==> config.mk <==
export PLATFORM = sky130hd
export DESIGN_NAME = pkt_cmpl_coalescer
export DESIGN_NICKNAME = d
export VERILOG_FILES = /design/src/rtl/cmpl_coal_pkg.sv /design/src/rtl/cmpl_count_acc.sv /design/src/rtl/cmpl_age_timer.sv /design/src/rtl/cmpl_irq_eval.sv /design/src/rtl/pkt_cmpl_coalescer.sv
export SDC_FILE = /design/constraint.sdc
export NUM_CORES = 1
export LEC_CHECK = 0
export CORE_ASPECT_RATIO = 0.75
export CORE_UTILIZATION = 58
export CTS_CLUSTER_DIAMETER = 150
export CTS_CLUSTER_SIZE = 8
export DETAILED_ROUTE_END_ITERATION = 16
export DONT_BUFFER_PORTS = 1
export GPL_ROUTABILITY_DRIVEN = 0
export PLACE_DENSITY = 0.74
export SYNTH_ARGS = -nofsm -noshare
export SYNTH_HDL_FRONTEND = slang
export SYNTH_SLANG_ARGS = --single-unit
==> constraint.sdc <==
create_clock -name clk -period 7.9 [get_ports clk]
set_input_delay 1.975 -clock clk [delete_from_list [all_inputs] [get_ports clk]]
set_output_delay 1.975 -clock clk [all_outputs]
set_load 0.005 [all_outputs]
==> src/rtl/cmpl_coal_pkg.sv <==
package cmpl_coal_pkg;
  typedef enum logic [1:0] {
    SEL_LEVELS = 2'd0,
    SEL_COUNT  = 2'd1,
    SEL_RESEND = 2'd2,
    SEL_NONE   = 2'd3
  } wsel_e;

  localparam int TTHR_LSB = 32;
endpackage

==> src/rtl/cmpl_count_acc.sv <==
module cmpl_count_acc #(
  parameter int CNT_W = 22,
  parameter int LEN_W = 16
) (
  input  logic             clk,
  input  logic             rst_n,
  input  logic             pkt_sent,
  input  logic [LEN_W-1:0] pkt_len,
  input  logic             byte_mode,
  input  logic             sub_en,
  input  logic [CNT_W-1:0] sub_amt,
  output logic [CNT_W-1:0] cnt_q,
  output logic             cnt_zero_next
);
  localparam int BASE_W = (CNT_W > LEN_W) ? CNT_W : LEN_W;
  localparam int SUM_W  = BASE_W + 2;
  localparam logic [CNT_W-1:0] CNT_MAX = '1;

  // Saturating net update: cur + add - sub, clamped to [0, CNT_MAX]
  function automatic logic [CNT_W-1:0] net_count(
    input logic [CNT_W-1:0] cur,
    input logic [SUM_W-1:0] add,
    input logic [CNT_W-1:0] sub
  );
    logic [SUM_W-1:0] sum;
    logic [SUM_W-1:0] diff;
    sum = SUM_W'(cur) + add;
    if (SUM_W'(sub) >= sum) begin
      return '0;
    end
    diff = sum - SUM_W'(sub);
    if (diff > SUM_W'(CNT_MAX)) begin
      return CNT_MAX;
    end
    return diff[CNT_W-1:0];
  endfunction

  logic [SUM_W-1:0] add_amt;
  logic [CNT_W-1:0] sub_eff;
  logic [CNT_W-1:0] cnt_d;

  always_comb begin
    if (!pkt_sent) add_amt = '0;
    else if (byte_mode) add_amt = SUM_W'(pkt_len);
    else add_amt = SUM_W'(1);
    sub_eff = sub_en ? sub_amt : '0;
    cnt_d   = net_count(cnt_q, add_amt, sub_eff);
  end

  assign cnt_zero_next = (cnt_d == '0);

  always_ff @(posedge clk) begin
    if (!rst_n) cnt_q <= '0;
    else cnt_q <= cnt_d;
  end

  // one per strobe in packet mode
  p_pkt_add_one_r1: assert property (@(posedge clk) disable iff (!rst_n)
    (pkt_sent && !byte_mode && !sub_en && cnt_q != CNT_MAX)
      |=> cnt_q == $past(cnt_q) + CNT_W'(1));

  // over-subtraction lands on zero
  p_sub_floor_r3: assert property (@(posedge clk) disable iff (!rst_n)
    (sub_en && !pkt_sent && sub_amt >= cnt_q) |=> cnt_q == '0);

  // no wrap on saturated count
  p_no_overflow_r11: assert property (@(posedge clk) disable iff (!rst_n)
    (cnt_q == CNT_MAX && !sub_en) |=> cnt_q == CNT_MAX);
endmodule

==> src/rtl/cmpl_age_timer.sv <==
module cmpl_age_timer #(
  parameter int TMR_W    = 22,
  parameter int PRESCALE = 2048
) (
  input  logic             clk,
  input  logic             rst_n,
  input  logic             cnt_nonzero,
  input  logic             clear_now,
  output logic [TMR_W-1:0] tmr_q,
  output logic             tick
);
  localparam int PRE_W = (PRESCALE > 1) ? $clog2(PRESCALE) : 1;
  localparam logic [PRE_W-1:0] PRE_LAST = PRE_W'(PRESCALE - 1);
  localparam logic [TMR_W-1:0] TMR_MAX = '1;

  logic [PRE_W-1:0] pre_q;

  assign tick = cnt_nonzero && (pre_q == PRE_LAST);

  always_ff @(posedge clk) begin
    if (!rst_n || clear_now) begin
      pre_q <= '0;
      tmr_q <= '0;
    end else if (cnt_nonzero) begin
      pre_q <= (pre_q == PRE_LAST) ? '0 : pre_q + PRE_W'(1);
      if (tick && tmr_q != TMR_MAX) tmr_q <= tmr_q + TMR_W'(1);
    end
  end

  // timer moves only on a prescaler tick
  p_age_hold_r5: assert property (@(posedge clk) disable iff (!rst_n)
    (!tick && !clear_now) |=> $stable(tmr_q));

  // a tick advances the timer by exactly one
  p_age_step_r5: assert property (@(posedge clk) disable iff (!rst_n)
    (tick && !clear_now && tmr_q != TMR_MAX) |=> tmr_q == $past(tmr_q) + TMR_W'(1));
endmodule

==> src/rtl/cmpl_irq_eval.sv <==
module cmpl_irq_eval #(
  parameter int CNT_W = 22,
  parameter int TMR_W = 22
) (
  input  logic             clk,
  input  logic             rst_n,
  input  logic [CNT_W-1:0] cnt,
  input  logic [TMR_W-1:0] tmr,
  input  logic [CNT_W-1:0] cnt_thr,
  input  logic [TMR_W-1:0] tmr_thr,
  input  logic             resend_req,
  output logic             irq,
  output logic             resend_q
);
  logic cnt_over;
  logic age_over;

  assign cnt_over = (cnt > cnt_thr);
  assign age_over = (tmr > tmr_thr);
  assign irq      = cnt_over || age_over;

  always_ff @(posedge clk) begin
    if (!rst_n) resend_q <= 1'b0;
    else resend_q <= resend_req && irq;
  end

  // a resend pulse always has a live condition and a request behind it
  p_resend_cause_r9: assert property (@(posedge clk) disable iff (!rst_n)
    resend_q |-> ($past(resend_req) && $past(irq)));
endmodule

==> src/rtl/pkt_cmpl_coalescer.sv <==
module pkt_cmpl_coalescer #(
  parameter int CNT_W    = 22,
  parameter int TMR_W    = 22,
  parameter int LEN_W    = 16,
  parameter int DATA_W   = 64,
  parameter int PRESCALE = 2048
) (
  input  logic              clk,
  input  logic              rst_n,
  input  logic              pkt_sent,
  input  logic [LEN_W-1:0]  pkt_len,
  input  logic              wr_en,
  input  logic [1:0]        wr_sel,
  input  logic [DATA_W-1:0] wr_data,
  output logic [CNT_W-1:0]  count_o,
  output logic [TMR_W-1:0]  age_o,
  output logic              irq_o,
  output logic              resend_o
);
  import cmpl_coal_pkg::*;

  localparam int BMODE_BIT = DATA_W - 1;

  wsel_e            sel;
  logic             wr_levels;
  logic             wr_count;
  logic             wr_resend;
  logic [CNT_W-1:0] cthr_q;
  logic [TMR_W-1:0] tthr_q;
  logic             bmode_q;
  logic             cnt_zero_next;
  logic             age_tick;
  logic             unused_wr_bits;

  assign sel       = wsel_e'(wr_sel);
  assign wr_levels = wr_en && (sel == SEL_LEVELS);
  assign wr_count  = wr_en && (sel == SEL_COUNT);
  assign wr_resend = wr_en && (sel == SEL_RESEND) && wr_data[0];
  assign unused_wr_bits = ^{wr_data, age_tick};

  always_ff @(posedge clk) begin
    if (!rst_n) begin
      cthr_q  <= '0;
      tthr_q  <= '0;
      bmode_q <= 1'b0;
    end else if (wr_levels) begin
      cthr_q  <= wr_data[CNT_W-1:0];
      tthr_q  <= wr_data[TTHR_LSB +: TMR_W];
      bmode_q <= wr_data[BMODE_BIT];
    end
  end

  cmpl_count_acc #(.CNT_W(CNT_W), .LEN_W(LEN_W)) u_count (
    .clk           (clk),
    .rst_n         (rst_n),
    .pkt_sent      (pkt_sent),
    .pkt_len       (pkt_len),
    .byte_mode     (bmode_q),
    .sub_en        (wr_count),
    .sub_amt       (wr_data[CNT_W-1:0]),
    .cnt_q         (count_o),
    .cnt_zero_next (cnt_zero_next)
  );

  cmpl_age_timer #(.TMR_W(TMR_W), .PRESCALE(PRESCALE)) u_age (
    .clk         (clk),
    .rst_n       (rst_n),
    .cnt_nonzero (count_o != '0),
    .clear_now   (cnt_zero_next),
    .tmr_q       (age_o),
    .tick        (age_tick)
  );

  cmpl_irq_eval #(.CNT_W(CNT_W), .TMR_W(TMR_W)) u_irq (
    .clk        (clk),
    .rst_n      (rst_n),
    .cnt        (count_o),
    .tmr        (age_o),
    .cnt_thr    (cthr_q),
    .tmr_thr    (tthr_q),
    .resend_req (wr_resend),
    .irq        (irq_o),
    .resend_q   (resend_o)
  );

  // an empty ring carries no age and no interrupt
  p_empty_is_quiet_r6: assert property (@(posedge clk) disable iff (!rst_n)
    (count_o == '0) |-> (age_o == '0 && !irq_o));
endmodule

### Word level (Yosys, flattened, before mapping)

Index checks and enable logic that the tools add are counted.

* magnitude comparators: 4
* mux-type cells: 11
* equal/unequal tests: 4
* reduce and logical (&&, ||, !) cells: 14
* add/sub/neg operators: 4

Operators by type and width (count)
* $mux W22: 5
* $gt A22 B22 Y1: 2
* $add A22 B24 Y24: 1
* $ge A22 B24 Y1: 1
* $gt A24 B22 Y1 const B: 1
* $mux W24: 1
* $sub A24 B22 Y24: 1
* $add A22 B1 Y22 const B: 1
* $logic_not A22 Y1: 1
* $ne A22 B22 Y1 const B: 1
* $reduce_bool A22 Y1: 1
* $mux W16: 1
* $add A11 B1 Y11 const B: 1
* $eq A11 B11 Y1 const B: 1
* $mux W11: 1
* $logic_and A1 B1 Y1: 7
* $mux W1: 3
* $eq A2 B1 Y1 const B: 1
* $eq A2 B2 Y1 const B: 1
* $logic_not A2 Y1: 1
* $logic_or A1 B1 Y1: 2
* $reduce_and A2 Y1: 1
* $logic_not A1 Y1: 1

* word-level logic and storage cells: 44
* output and inout port bits: 46
* bits in registers: 101
* input port bits: 86

### Logic depth before layout (Yosys ltp)

Gate-level depths: netlist (run 1).

* word-level depth: 11
* gate-level depth with buffers: 24
* depth with buffers taken out: 22

### By module

Synthesis (run 1) repeated with hierarchy kept, for this count alone.

* cell total of the unflattened synthesis: 995
* area, all modules: 7816.2 sq um

Modules (own cells, without submodules)
* cmpl_count_acc: times used 1, cells an instance 433, area an instance 3293.2 sq um, sequential area each 440.4 sq um
* pkt_cmpl_coalescer: times used 1, cells an instance 204, area an instance 1729.2 sq um, sequential area each 900.9 sq um
* cmpl_age_timer: times used 1, cells an instance 196, area an instance 1619.1 sq um, sequential area each 660.6 sq um
* cmpl_irq_eval: times used 1, cells an instance 162, area an instance 1174.9 sq um, sequential area each 20.0 sq um

### Least setup slack after synthesis (run 1)

Ideal clock, no wire load.

* kind: input to register
* start: input port pkt_sent
* end: register u_age.pre_q[1]
* path buffers: 2
* stages: 23
* data required time: 7.784 ns
* library setup time: 0.116 ns
* data arrival time: 6.596 ns
* setup slack: 1.188 ns
* path through: clkbuf_1 nand3_1 inv_1 ha_1 a21o_1 a21oi_1 o21a_1 o21ai_0 nand3_1 or3b_2 a21oi_1 xnor2_1 ha_1 a21oi_1 o211ai_1 a21oi_1 o211ai_1 or4_4 a2111oi_4 nand4_2 o41ai_4 buf_6 nor2_2

* cells in the longest elaborated chain, start to end: 10
* elaborated cells on any way between the ends: 13
* classes of those cells: add/sub: 2; order compare: 2; mux: 7; reduce/logical: 2

RTL lines
* start, declared: line pkt_cmpl_coalescer.sv:10 `input logic pkt_sent,`
* $mux W24 (*): line cmpl_count_acc.sv:43 `if (!pkt_sent) add_amt = '0;`
* $add A22 B24 Y24 (*): line cmpl_count_acc.sv:27 `sum = SUM_W'(cur) + add;`
* $sub A24 B22 Y24: line cmpl_count_acc.sv:31 `diff = sum - SUM_W'(sub);`
* $gt A24 B22 Y1: line cmpl_count_acc.sv:32 `if (diff > SUM_W'(CNT_MAX)) begin`
* $mux W1: line cmpl_count_acc.sv:32
* $mux W1: line cmpl_count_acc.sv:31
* $mux W22: line cmpl_count_acc.sv:35 `return diff[CNT_W-1:0];`
* $mux W22 (*): line cmpl_count_acc.sv:31
* $logic_not A22 Y1 (*): line cmpl_count_acc.sv:50 `assign cnt_zero_next = (cnt_d == '0);`
* $logic_or A1 B1 Y1 (*): line cmpl_age_timer.sv:21 `if (!rst_n || clear_now) begin`
* end signal, assigned: line cmpl_age_timer.sv:25 `pre_q <= (pre_q == PRE_LAST) ? '0 : pre_q + PRE_W'(1);`
* end, declared: line cmpl_age_timer.sv:16 `logic [PRE_W-1:0] pre_q;`

Mark *: on every way between the ends. The rest lies on a longest branch, timed or not. The select of a mux whose other input is x is not followed.
A chain may end at the register's enable or synchronous reset.

### Final worst setup path (run 1)

* start: input port pkt_sent
* end: register u_age.tmr_q[19]

* cells in the longest elaborated chain, start to end: 10
* elaborated cells on any way between the ends: 13
* classes of those cells: add/sub: 2; order compare: 2; mux: 7; reduce/logical: 2

RTL lines
* $mux W24 (*): line cmpl_count_acc.sv:43
* $add A22 B24 Y24 (*): line cmpl_count_acc.sv:27
* $sub A24 B22 Y24: line cmpl_count_acc.sv:31
* $gt A24 B22 Y1: line cmpl_count_acc.sv:32
* $mux W1: line cmpl_count_acc.sv:32
* $mux W1: line cmpl_count_acc.sv:31
* $mux W22: line cmpl_count_acc.sv:35
* $mux W22 (*): line cmpl_count_acc.sv:31
* $logic_not A22 Y1 (*): line cmpl_count_acc.sv:50
* $logic_or A1 B1 Y1 (*): line cmpl_age_timer.sv:21
* end signal, assigned: line cmpl_age_timer.sv:26 `if (tick && tmr_q != TMR_MAX) tmr_q <= tmr_q + TMR_W'(1);`
* end, declared: line cmpl_age_timer.sv:9 `output logic [TMR_W-1:0] tmr_q,`

Marks and branches as above.

==> impl_results.rst, run 1 <==
.. list-table::
   :header-rows: 1

   * - Metric
     - Value
   * - Global route total overflow
     - 0
   * - Net switching power figure
     - 1160 uW
   * - Worst setup path endpoint
     - u_age.tmr_q[19]$_SDFFE_PP0P_
   * - Cell repeated most along the worst path
     - sky130_fd_sc_hd__a21oi_1
   * - Fillers
     - 1,206
   * - Top cell type's share of synthesized area
     - 26.3%
   * - Internal cell power
     - 1350 uW
   * - Area of the multi-input gates
     - 5210 um2
   * - Worst clock skew
     - 0.00925 ns
   * - Crit path DAT
     - 7.12 ns
   * - Main synth FF type
     - sky130_fd_sc_hd__dfxtp_1
   * - Fraction of layout cells with a size suffix above 1
     - 8.06%
   * - Max FO, Critical Path
     - 33
   * - Via count of the first global-routing pass
     - 6,197
   * - Initial core utilization
     - 59.2%
   * - Number of design-rule violations left by the first detailed-router iteration
     - 570
   * - Launching element type of the critical path
     - primary input
   * - Vertical extent of the die
     - 102 um
   * - Path class of the lowest-slack min-delay path
     - flip-flop to flip-flop
   * - HPWL after detailed placement
     - 15,400 um
   * - Growth of design area from synthesis to finish
     - 5.03%
   * - Register cell area after layout
     - 2020 um2
   * - R2R setup slack
     - 1.95 ns
   * - Detailed Routing Iterations Pass 1
     - 5
   * - Cell type with the largest total area after synthesis
     - sky130_fd_sc_hd__dfxtp_1
   * - Number of enable-type register cells in the synthesized netlist
     - 0
   * - Number of clock sinks seen by CTS
     - 101
   * - Area of the die
     - 13,700 um2
   * - Final hold violation count
     - 0
   * - Start of the worst register-to-register path
     - bmode_q$_SDFFE_PN0P_
   * - Tightest Pin Transition
     - 1.15 ns
   * - Pin count of the biggest net entering global routing
     - 49
   * - Antenna violations before repair
     - 0
   * - Core box area
     - 13,000 um2
   * - Critical path class
     - primary input to flip-flop
   * - Met1 Usage GRT
     - 44.9%
   * - Layer with the highest usage after global routing
     - met1
   * - Sequential group share of total power
     - 26.1%
   * - Sw Ratio
     - 46.2%
   * - Crit-path cells
     - nand3_1 -> inv_1 -> ha_1 -> a21o_1 -> a21oi_1 -> o21a_1 -> o21ai_0 -> nand3_1 -> or3b_2 -> a21oi_1 -> xnor2_1 -> ha_1 -> a21oi_1 -> o211ai_1 -> a21oi_1 -> o211ai_1 -> or4_4 -> a2111oi_4 -> nand4_2 -> o41ai_4 -> buf_12 -> nor2_1
   * - Worst setup path start
     - pkt_sent
   * - Worst R2R End
     - u_age.tmr_q[19]$_SDFFE_PP0P_
   * - Post-Synthesis Net Count
     - 1,145
   * - Number of design rule violations left after detail routing
     - 0
   * - Upper clock frequency limit
     - 0.145 GHz
   * - Fraction of power consumed by combinational cells
     - 54.6%
   * - Port Buffer Count
     - 0
   * - Fraction of power consumed by the clock network
     - 19.3%
   * - Leading post-synthesis cells by cell area
     - sky130_fd_sc_hd__dfxtp_1 26%, sky130_fd_sc_hd__ha_1 14%, sky130_fd_sc_hd__nand2_1 7.4%
   * - Share of synthesized area occupied by flip-flops and latches
     - 26.3%
   * - Number of cell instances on the worst register-to-register path
     - 22
   * - # setup viols final
     - 0
   * - Async set-reset flop share out of synthesis
     - 0%
   * - Slew HR
     - 23.5%
   * - Post-Synthesis Cell Area
     - 7680 um2
   * - Source of the worst hold timing path
     - cthr_q[14]$_SDFFE_PN0P_
   * - Power Dens Cells
     - 311 nW/um2
   * - Global-route total usage across every layer
     - 30.4%
   * - Avg Inst Size Synth
     - 7.89 um2
   * - TritonCTS buffer count
     - 9
   * - Gate Count Post-Synth
     - 973
   * - Inst Count DP
     - 1,110
   * - Number of distinct standard cells referenced by the synthesized netlist
     - 79
   * - Setup crit end kind
     - flip-flop
   * - Die outline width
     - 135 um
   * - Per-cell via count in the routed design
     - 6.07
   * - RSZ-0062 raised after global routing
     - false
   * - Number of hold buffers added after CTS
     - 0
   * - H-tree depth
     - 3
   * - Global-route wire length before repair
     - 32,400 um
   * - Fraction of the cycle the final worst path needs
     - 87.0%
   * - Number of synthesized register bits
     - 101
   * - DR WL/cell
     - 18.1 um
   * - Synthesis Warnings
     - 0
   * - Leakage component of the power
     - 0.00328 uW
   * - Outcome
     - complete, no violations
   * - Max-cap violation count
     - 0
   * - Highest cell delay on the worst timing path
     - 0.57 ns
   * - Fin Setup TNS
     - 0 ns
   * - Final period demand of the worst path
     - 6.88 ns
   * - Number of standard-cell rows in the floorplan
     - 36
   * - Met2 usage
     - 43.6%
   * - Peak supply drop
     - 184 uV
   * - Final Max Slew Viols
     - 0
   * - PnR Total Power
     - 2510 uW
   * - Clock slew at reported path FFs
     - 0.07 ns
   * - Total wire length
     - 20,400 um
   * - Non-Filler Instances
     - 1,126
   * - Setup repair bufs after CTS
     - 0
   * - Number of nets in the final layout
     - 1,122
   * - ANT cells
     - 0
   * - Number of cells upsized or downsized after cts
     - 0
   * - Clock tree from TritonCTS
     - done
   * - Clock latency on the worst-skew pair
     - 0.36 ns
   * - Remaining antenna violation count
     - 0
   * - Root Buffer Master
     - sky130_fd_sc_hd__clkbuf_16
   * - Slowest stage cell on the critical path
     - sky130_fd_sc_hd__or4_4
   * - Required time at the worst-slack endpoint
     - 8.14 ns
   * - IO Pins
     - 132
   * - Worst hold slack
     - 0.462 ns
   * - Met3 GRT Util
     - 8.51%
   * - Routed vias
     - 6,840
   * - Number of buffers between clock root and the deepest sink
     - 2
==> cell type report <==
type,count,share of cell area (%)
Timing Repair Buffer,2,0.341
Tap cell,171,2.65
Sequential cell,101,25.1
Clock buffer,10,2.96
Inverter,73,3.40
Clock inverter,6,0.977
Multi-Input combinational cell,763,64.6
==> cells in the final DEF (no fill, tap or decap), types with 28 or more instances in the layout <==
cell | netlist | layout
sky130_fd_sc_hd__nand2_1 | 151 | 151
sky130_fd_sc_hd__dfxtp_1 | 101 | 101
sky130_fd_sc_hd__ha_1 | 84 | 84
sky130_fd_sc_hd__inv_1 | 73 | 73
sky130_fd_sc_hd__a21oi_1 | 64 | 64
sky130_fd_sc_hd__a21boi_0 | 48 | 48
sky130_fd_sc_hd__nor2_1 | 37 | 36
sky130_fd_sc_hd__o21ai_0 | 35 | 35
sky130_fd_sc_hd__xnor2_1 | 33 | 33
sky130_fd_sc_hd__nor2_2 | 30 | 30
sky130_fd_sc_hd__and3_1 | 29 | 29
sky130_fd_sc_hd__a21o_1 | 28 | 28
==> worst min path at each step <==
| stage | end | cells past startpoint |
|---|---|---|
| floorplan | cthr_q[10]$_SDFFE_PN0P_ | 2 |
| global placement | cthr_q[4]$_SDFFE_PN0P_ | 2 |
| detailed placement | cthr_q[14]$_SDFFE_PN0P_ | 2 |
| CTS | cthr_q[14]$_SDFFE_PN0P_ | 2 |
| global route | cthr_q[15]$_SDFFE_PN0P_ | 2 |
| finish | cthr_q[14]$_SDFFE_PN0P_ | 2 |
==> flip-flops by register name (all words and copies together), names as in the netlist <==
| signal | flops |
|---|---|
| u_age.tmr_q | 22 |
| tthr_q | 22 |
| cthr_q | 22 |
| u_irq.resend_q | 1 |
| u_count.cnt_q | 22 |
| bmode_q | 1 |
| u_age.pre_q | 11 |
==> power groups by stage <==
stage / Clock (uW) / Combinational (uW) / Sequential (uW)
floorplan: 0 / 1070 / 622
global placement: 0 / 1310 / 661
detailed placement: 0 / 1320 / 662
CTS: 488 / 1330 / 650
global route: 510 / 1500 / 659
finish: 483 / 1370 / 654
==> critical path: cells and delay by family <==
family	cells	cell delay [ns]
xor gates and xnor gates	1	0.10
adders and majority gates	2	0.67
buffers and inverters	2	0.35
and+or+nand+nor	6	1.57
AOI/OAI and AO/OA	11	2.44
==> metrics by stage <==
stage          area [um2]  worst slack [ns]  util [%]
2_1_floorplan        7680              1.19         -
3_3_place_gp         7750             0.768      59.7
6_report             8070              1.02      62.2
5_1_grt              8070             0.676      62.2
4_1_cts              8070              1.08      62.2
3_5_place_dp         7750             0.728      59.7
==> Yosys cell counts, types with 6 or more instances <==
cell                       instances
sky130_fd_sc_hd__o21a_1           15
sky130_fd_sc_hd__and2_1            6
sky130_fd_sc_hd__o21ai_0          35
sky130_fd_sc_hd__nand3_1          24
sky130_fd_sc_hd__dfxtp_1         101
sky130_fd_sc_hd__and3_1           29
sky130_fd_sc_hd__xnor2_1          33
sky130_fd_sc_hd__a31oi_1           6
sky130_fd_sc_hd__xor2_1           22
sky130_fd_sc_hd__inv_1            73
sky130_fd_sc_hd__nand4_1          20
sky130_fd_sc_hd__a211oi_1          7
sky130_fd_sc_hd__clkbuf_1         27
sky130_fd_sc_hd__a21oi_1          64
sky130_fd_sc_hd__a21o_1           28
sky130_fd_sc_hd__ha_1             84
sky130_fd_sc_hd__nor4_1            7
sky130_fd_sc_hd__and4_1            8
sky130_fd_sc_hd__a21boi_0         48
sky130_fd_sc_hd__nor2_2           30
sky130_fd_sc_hd__nor2_1           37
sky130_fd_sc_hd__nand2_1         151
sky130_fd_sc_hd__nor3_1           17
==> cells by family after synthesis <==
group	Yosys count	synth area share [%]
buffers and inverters	109	5.91
and+or+nand+nor	361	23.4
xor gates and xnor gates	55	6.27
DFF	101	26.3
adders and majority gates	86	14.2
muxes	3	0.407
AOI/OAI and AO/OA	258	23.5
==> layer usage <==
layer,vias to the layer above,part of all wire (%)
met4,0,1.2
met1,3176,50
li1,3397,-
met2,246,39
met5,-,0
met3,21,9.5
Note: power is estimated with default switching activity, not from simulation.
==> run 2: changes to the inputs <==
==> constraint.sdc (replaced) <==
create_clock -name clk -period 7.9 [get_ports clk]
set_input_delay 1.975 -clock clk [delete_from_list [all_inputs] [get_ports clk]]
set_output_delay 1.975 -clock clk [all_outputs]
set_load 0.05 [all_outputs]
==> impl_results.rst, run 2 (synthesis results as in run 1) <==
.. list-table::
   :header-rows: 1

   * - Metric
     - Value
   * - Outcome
     - complete, no violations
   * - H-tree depth
     - 3
   * - Vertical extent of the die
     - 102 um
   * - Per-cell via count in the routed design
     - 5.98
   * - Clock latency on the worst-skew pair
     - 0.36 ns
   * - Placed cell areas
     - 7750 um2
   * - Clock slew at reported path FFs
     - 0.07 ns
   * - Area of the die
     - 13,700 um2
   * - TritonCTS buffer count
     - 9
   * - Number of hold buffers added after CTS
     - 0
   * - Number of cells upsized or downsized after cts
     - 0
   * - Worst hold slack
     - 0.463 ns
   * - Fraction of power consumed by the clock network
     - 17.1%
   * - Upper clock frequency limit
     - 0.144 GHz
   * - Final Max Slew Viols
     - 0
   * - Slew HR
     - 25.3%
   * - Global-route wire length before repair
     - 31,900 um
   * - Initial core utilization
     - 59.2%
   * - Cell repeated most along the worst path
     - sky130_fd_sc_hd__a21oi_1
   * - Register cell area after layout
     - 2020 um2
   * - Peak supply drop
     - 185 uV
   * - Total wire length
     - 20,100 um
   * - Number of buffers between clock root and the deepest sink
     - 2
   * - Detailed Routing Iterations Pass 1
     - 6
   * - Met3 GRT Util
     - 7.96%
   * - Worst slack after detailed placement
     - 0.709 ns
   * - Global-route total usage across every layer
     - 29.9%
   * - Critical path class
     - primary input to flip-flop
   * - Antenna violations before repair
     - 0
   * - Path class of the lowest-slack min-delay path
     - flip-flop to flip-flop
   * - Number of nets in the final layout
     - 1,122
   * - IO Pins
     - 132
   * - Number of standard-cell rows in the floorplan
     - 36
   * - Max-cap violation count
     - 0
   * - Net switching power figure
     - 1300 uW
   * - DR WL/cell
     - 17.8 um
   * - Growth of design area from synthesis to finish
     - 4.68%
   * - Worst clock skew
     - 0.00640 ns
   * - Global route total overflow
     - 0
   * - Kind of cell adding the most delay to the critical path
     - compound AO/OA/AOI/OAI gates
   * - Die outline width
     - 135 um
   * - Fraction of power consumed by combinational cells
     - 53.1%
   * - Launching element type of the critical path
     - primary input
   * - Via count of the first global-routing pass
     - 6,106
   * - Met1 Usage GRT
     - 44.7%
   * - Number of design rule violations left after detail routing
     - 0
   * - Port Buffer Count
     - 0
   * - Leakage component of the power
     - 0.00327 uW
   * - Final cell area excluding filler cells
     - 8040 um2
   * - Final period demand of the worst path
     - 6.94 ns
   * - Clock tree from TritonCTS
     - done
   * - Sequential group share of total power
     - 29.8%
   * - Internal cell power
     - 1310 uW
   * - Tightest Pin Transition
     - 1.12 ns
   * - Fillers
     - 1,197
   * - Routed vias
     - 6,736
   * - Max FO, Critical Path
     - 33
   * - Fraction of layout cells with a size suffix above 1
     - 8.06%
   * - Setup repair bufs after CTS
     - 0
   * - Core box area
     - 13,000 um2
   * - Number of design-rule violations left by the first detailed-router iteration
     - 606
   * - Layer with the highest usage after global routing
     - met1
   * - Fraction of the cycle the final worst path needs
     - 87.8%
   * - Sw Ratio
     - 49.9%
   * - Slowest stage cell on the critical path
     - sky130_fd_sc_hd__or4_4
   * - Final worst slack
     - 0.964 ns
   * - Non-Filler Instances
     - 1,126
   * - Final hold violation count
     - 0
   * - Remaining antenna violation count
     - 0
   * - Crit-path cells
     - nand3_1 -> inv_1 -> ha_1 -> a21o_1 -> a21oi_1 -> o21a_1 -> o21ai_0 -> nand3_1 -> or3b_2 -> a21oi_1 -> xnor2_1 -> ha_1 -> a21oi_1 -> o211ai_1 -> a21oi_1 -> o211ai_1 -> or4_4 -> a2111oi_4 -> nand4_2 -> o41ai_4 -> buf_12 -> nor2_1
   * - Most used cells in the layout excluding fill and tap cells
     - 151 x sky130_fd_sc_hd__nand2_1, 101 x sky130_fd_sc_hd__dfxtp_1, 84 x sky130_fd_sc_hd__ha_1
   * - ANT cells
     - 0
   * - Setup crit end kind
     - flip-flop
   * - Worst path buffer plus inverter count
     - 2
   * - Power Dens Cells
     - 325 nW/um2
   * - # setup viols final
     - 0
   * - Crit path DAT
     - 7.18 ns
   * - Most common library cell in the layout ignoring fill and taps
     - sky130_fd_sc_hd__nand2_1
   * - Area of the multi-input gates
     - 5210 um2
   * - Met2 usage
     - 42.8%
   * - HPWL after detailed placement
     - 15,300 um
   * - Root Buffer Master
     - sky130_fd_sc_hd__clkbuf_16
   * - RSZ-0062 raised after global routing
     - false
   * - Inst Count DP
     - 1,110
   * - Number of clock sinks seen by CTS
     - 101
   * - Pin count of the biggest net entering global routing
     - 49
   * - Fin Setup TNS
     - 0 ns
   * - Highest cell delay on the worst timing path
     - 0.57 ns
   * - Required time at the worst-slack endpoint
     - 8.14 ns
[run 2: area by class of cell]
cell class                      instances  area share, %
Inverter                               73           3.41
Sequential cell                       101           25.1
Clock inverter                          7          0.809
Tap cell                              171           2.66
Timing Repair Buffer                    2          0.342
Clock buffer                            9           2.80
Multi-Input combinational cell        763           64.8
[run 2: worst paths after layout]
path              depth (start not counted)  slack [ns]                           end               startpoint
hold / removal                            2        0.46       cthr_q[19]$_SDFFE_PN0P_  cthr_q[19]$_SDFFE_PN0P_
hold reg to reg                           2        0.46       cthr_q[19]$_SDFFE_PN0P_  cthr_q[19]$_SDFFE_PN0P_
setup / recovery                         22        0.96  u_age.tmr_q[19]$_SDFFE_PP0P_                 pkt_sent
setup reg to reg                         22        1.88  u_age.tmr_q[19]$_SDFFE_PP0P_     bmode_q$_SDFFE_PN0P_
[run 2: through the flow]
| step | util [%] | power (uW) |
|---|---|---|
| 3_5_place_dp | 59.7 | 2120 |
| 5_1_grt | 62.0 | 2780 |
| 2_1_floorplan | - | 1840 |
| 3_3_place_gp | 59.7 | 2110 |
| 4_1_cts | 62.0 | 2580 |
| 6_report | 62.0 | 2610 |
[run 2: metal layers]
metal,share of wire [%],wire length (um)
met1,50,10100
met3,9.5,1910
met5,0,0
met4,1.1,216
met2,39,7870
[run 2: power by group through the flow]
stage / clock [uW] / sequential, uW / combinational, uW
after detailed placement: 0 / 787 / 1340
final: 447 / 778 / 1390
after floorplan: 0 / 749 / 1090
after CTS: 455 / 775 / 1350
after global placement: 0 / 787 / 1330
after global routing: 474 / 785 / 1520
[run 2: tightest hold or removal path: stages, from the launching register on]
cell and delay, ns:
sky130_fd_sc_hd__dfxtp_1 0.31, sky130_fd_sc_hd__nand2_1 0.04, sky130_fd_sc_hd__a21boi_0 0.06
==> run 3: changes to the inputs <==
Settings changed: CORE_UTILIZATION 58 to 40, PLACE_DENSITY 0.74 to 0.6, SLEW_MARGIN set to 30.
==> impl_results.rst, run 3 (synthesis results as in run 1) <==
.. list-table::
   :header-rows: 1

   * - Metric
     - Value
   * - Number of clock sinks seen by CTS
     - 101
   * - Crit-path cells
     - nand3_1 -> inv_1 -> ha_1 -> a21o_1 -> a21oi_1 -> o21a_1 -> o21ai_0 -> nand3_1 -> or3b_2 -> a21oi_1 -> xnor2_1 -> ha_1 -> a21oi_1 -> o211ai_1 -> a21oi_1 -> o211ai_1 -> or4_4 -> a2111oi_4 -> nand4_2 -> o41ai_4 -> buf_12 -> nor2_1
   * - Internal cell power
     - 1340 uW
   * - Slowest stage cell on the critical path
     - sky130_fd_sc_hd__or4_4
   * - Remaining antenna violation count
     - 0
   * - Worst hold path cell count
     - 2
   * - Global-route total usage across every layer
     - 22.1%
   * - Clock tree from TritonCTS
     - done
   * - Upper clock frequency limit
     - 0.144 GHz
   * - Sequential group share of total power
     - 29.6%
   * - Clock slew at reported path FFs
     - 0.08 ns
   * - Fraction of power consumed by the clock network
     - 18.0%
   * - Fraction of power consumed by combinational cells
     - 52.4%
   * - Peak supply drop
     - 160 uV
   * - Worst clock skew
     - 0.0135 ns
   * - Root Buffer Master
     - sky130_fd_sc_hd__clkbuf_16
   * - Max-cap violation count
     - 0
   * - Global route total overflow
     - 0
   * - Setup crit end kind
     - flip-flop
   * - Highest cell delay on the worst timing path
     - 0.57 ns
   * - Growth of design area from synthesis to finish
     - 6.17%
   * - Port Buffer Count
     - 0
   * - Pin count of the biggest net entering global routing
     - 49
   * - Via count of the first global-routing pass
     - 6,142
   * - Worst R2R End
     - u_age.tmr_q[19]$_SDFFE_PP0P_
   * - Number of design rule violations left after detail routing
     - 0
   * - Critical path class
     - primary input to flip-flop
   * - Non-Filler Instances
     - 1,203
   * - Antenna violations before repair
     - 0
   * - Max FO, Critical Path
     - 33
   * - Path class of the lowest-slack min-delay path
     - flip-flop to flip-flop
   * - Final Max Slew Viols
     - 0
   * - Total wire length
     - 21,200 um
   * - Outcome
     - complete, no violations
   * - Most common library cell in the layout ignoring fill and taps
     - sky130_fd_sc_hd__nand2_1
   * - Inst Count DP
     - 1,187
   * - Initial core utilization
     - 41.1%
   * - Fraction of layout cells with a size suffix above 1
     - 8.05%
   * - Clock latency on the worst-skew pair
     - 0.36 ns
   * - Number of standard-cell rows in the floorplan
     - 43
   * - H-tree depth
     - 3
   * - Sw Ratio
     - 49.2%
   * - R2R setup slack
     - 1.86 ns
   * - Number of hold buffers added after CTS
     - 0
   * - Source of the worst hold timing path
     - tthr_q[16]$_SDFFE_PN0P_
   * - HPWL after detailed placement
     - 16,500 um
   * - Net switching power figure
     - 1290 uW
   * - DR WL/cell
     - 17.6 um
   * - Fin Setup TNS
     - 0 ns
   * - Number of design-rule violations left by the first detailed-router iteration
     - 539
   * - Power Dens Cells
     - 322 nW/um2
   * - Required time at the worst-slack endpoint
     - 8.15 ns
   * - Crit path DAT
     - 7.18 ns
   * - Number of nets in the final layout
     - 1,123
   * - Core box area
     - 18,700 um2
   * - Final hold violation count
     - 0
   * - Hold endpoint
     - tthr_q[16]$_SDFFE_PN0P_
   * - Global-route wire length before repair
     - 33,700 um
   * - RSZ-0062 raised after global routing
     - false
   * - Number of buffers between clock root and the deepest sink
     - 2
   * - Most used cells in the layout excluding fill and tap cells
     - 151 x sky130_fd_sc_hd__nand2_1, 101 x sky130_fd_sc_hd__dfxtp_1, 84 x sky130_fd_sc_hd__ha_1
   * - Leakage component of the power
     - 0.00327 uW
   * - Setup repair bufs after CTS
     - 0
   * - Number of cell instances on the worst register-to-register path
     - 20
   * - IO Pins
     - 132
   * - Start of the worst register-to-register path
     - u_count.cnt_q[1]$_SDFF_PN0_
   * - # setup viols final
     - 0
   * - TritonCTS buffer count
     - 9
   * - Tightest Pin Transition
     - 0.866 ns
   * - Area of the die
     - 19,800 um2
   * - Final period demand of the worst path
     - 6.93 ns
   * - Fraction of the cycle the final worst path needs
     - 87.8%
   * - ANT cells
     - 0
   * - Per-cell via count in the routed design
     - 5.58
   * - Vertical extent of the die
     - 122 um
   * - Slew HR
     - 42.2%
   * - Cell repeated most along the worst path
     - sky130_fd_sc_hd__a21oi_1
   * - Routed vias
     - 6,714
   * - Number of cells upsized or downsized after cts
     - 0
   * - Launching element type of the critical path
     - primary input
   * - Die outline width
     - 162 um
   * - Detailed Routing Iterations Pass 1
     - 5
run 3: power by group through the flow:
| stage | Combinational (uW) | Sequential [uW] | Clock [uW] |
|---|---|---|---|
| final | 1380 | 779 | 473 |
| after global routing | 1530 | 788 | 503 |
| after CTS | 1360 | 779 | 486 |
| after detailed placement | 1350 | 791 | 0 |
| after global placement | 1340 | 791 | 0 |
| after floorplan | 1090 | 749 | 0 |
run 3: per-layer routing:
| metal | track usage [%] | vias to the layer above | part of all wire, % |
|---|---|---|---|
| li1 | - | 3380 | - |
| met4 | 5.54 | 0 | 1.5 |
| met5 | 0 | - | 0 |
| met3 | 5.38 | 23 | 7.9 |
| met1 | 33.7 | 3116 | 53 |
| met2 | 30.0 | 195 | 38 |
run 3: worst max-delay path, delay by kind of cell:
family          cells  cell delay (ns)
buf+inv             2             0.34
compound gates     11             2.53
simple gates        6             1.57
fa+ha+maj           2             0.66
xor+xnor            1             0.10
run 3: layout make-up:
| cell class | instances | area [um2] |
|---|---|---|
| sequential | 101 | 2020 |
| fill | 1909 | 10500 |
| timing repair buffer | 3 | 35.0 |
| inverter | 73 | 274 |
| clock buffer | 10 | 229 |
| tap | 247 | 309 |
| multi-input combinational | 763 | 5220 |
| clock inverter | 6 | 71.3 |
run 3: worst max-delay path by stage:
stage / start / end / slack, ns / cells after the start
floorplan: pkt_sent / u_age.tmr_q[10]$_SDFFE_PP0P_ / 1.19 / 23
global placement: pkt_sent / u_age.tmr_q[17]$_SDFFE_PP0P_ / 0.75 / 22
detailed placement: pkt_sent / u_age.tmr_q[17]$_SDFFE_PP0P_ / 0.71 / 22
CTS: pkt_sent / u_age.tmr_q[18]$_SDFFE_PP0P_ / 1.08 / 22
global route: pkt_sent / u_age.tmr_q[18]$_SDFFE_PP0P_ / 0.72 / 22
finish: pkt_sent / u_age.tmr_q[19]$_SDFFE_PP0P_ / 0.97 / 22
run 3: through the flow:
step / total power (uW) / util, % / hold slack [ns] / setup WS (ns) / area [um2]
6_report: 2630 / 43.7 / 0.464 / 0.967 / 8160
2_1_floorplan: 1840 / - / 0.443 / 1.19 / 7680
5_1_grt: 2820 / 43.7 / 0.489 / 0.724 / 8160
3_3_place_gp: 2140 / 42.1 / 0.451 / 0.747 / 7850
4_1_cts: 2620 / 43.7 / 0.466 / 1.08 / 8160
3_5_place_dp: 2140 / 42.1 / 0.456 / 0.707 / 7860
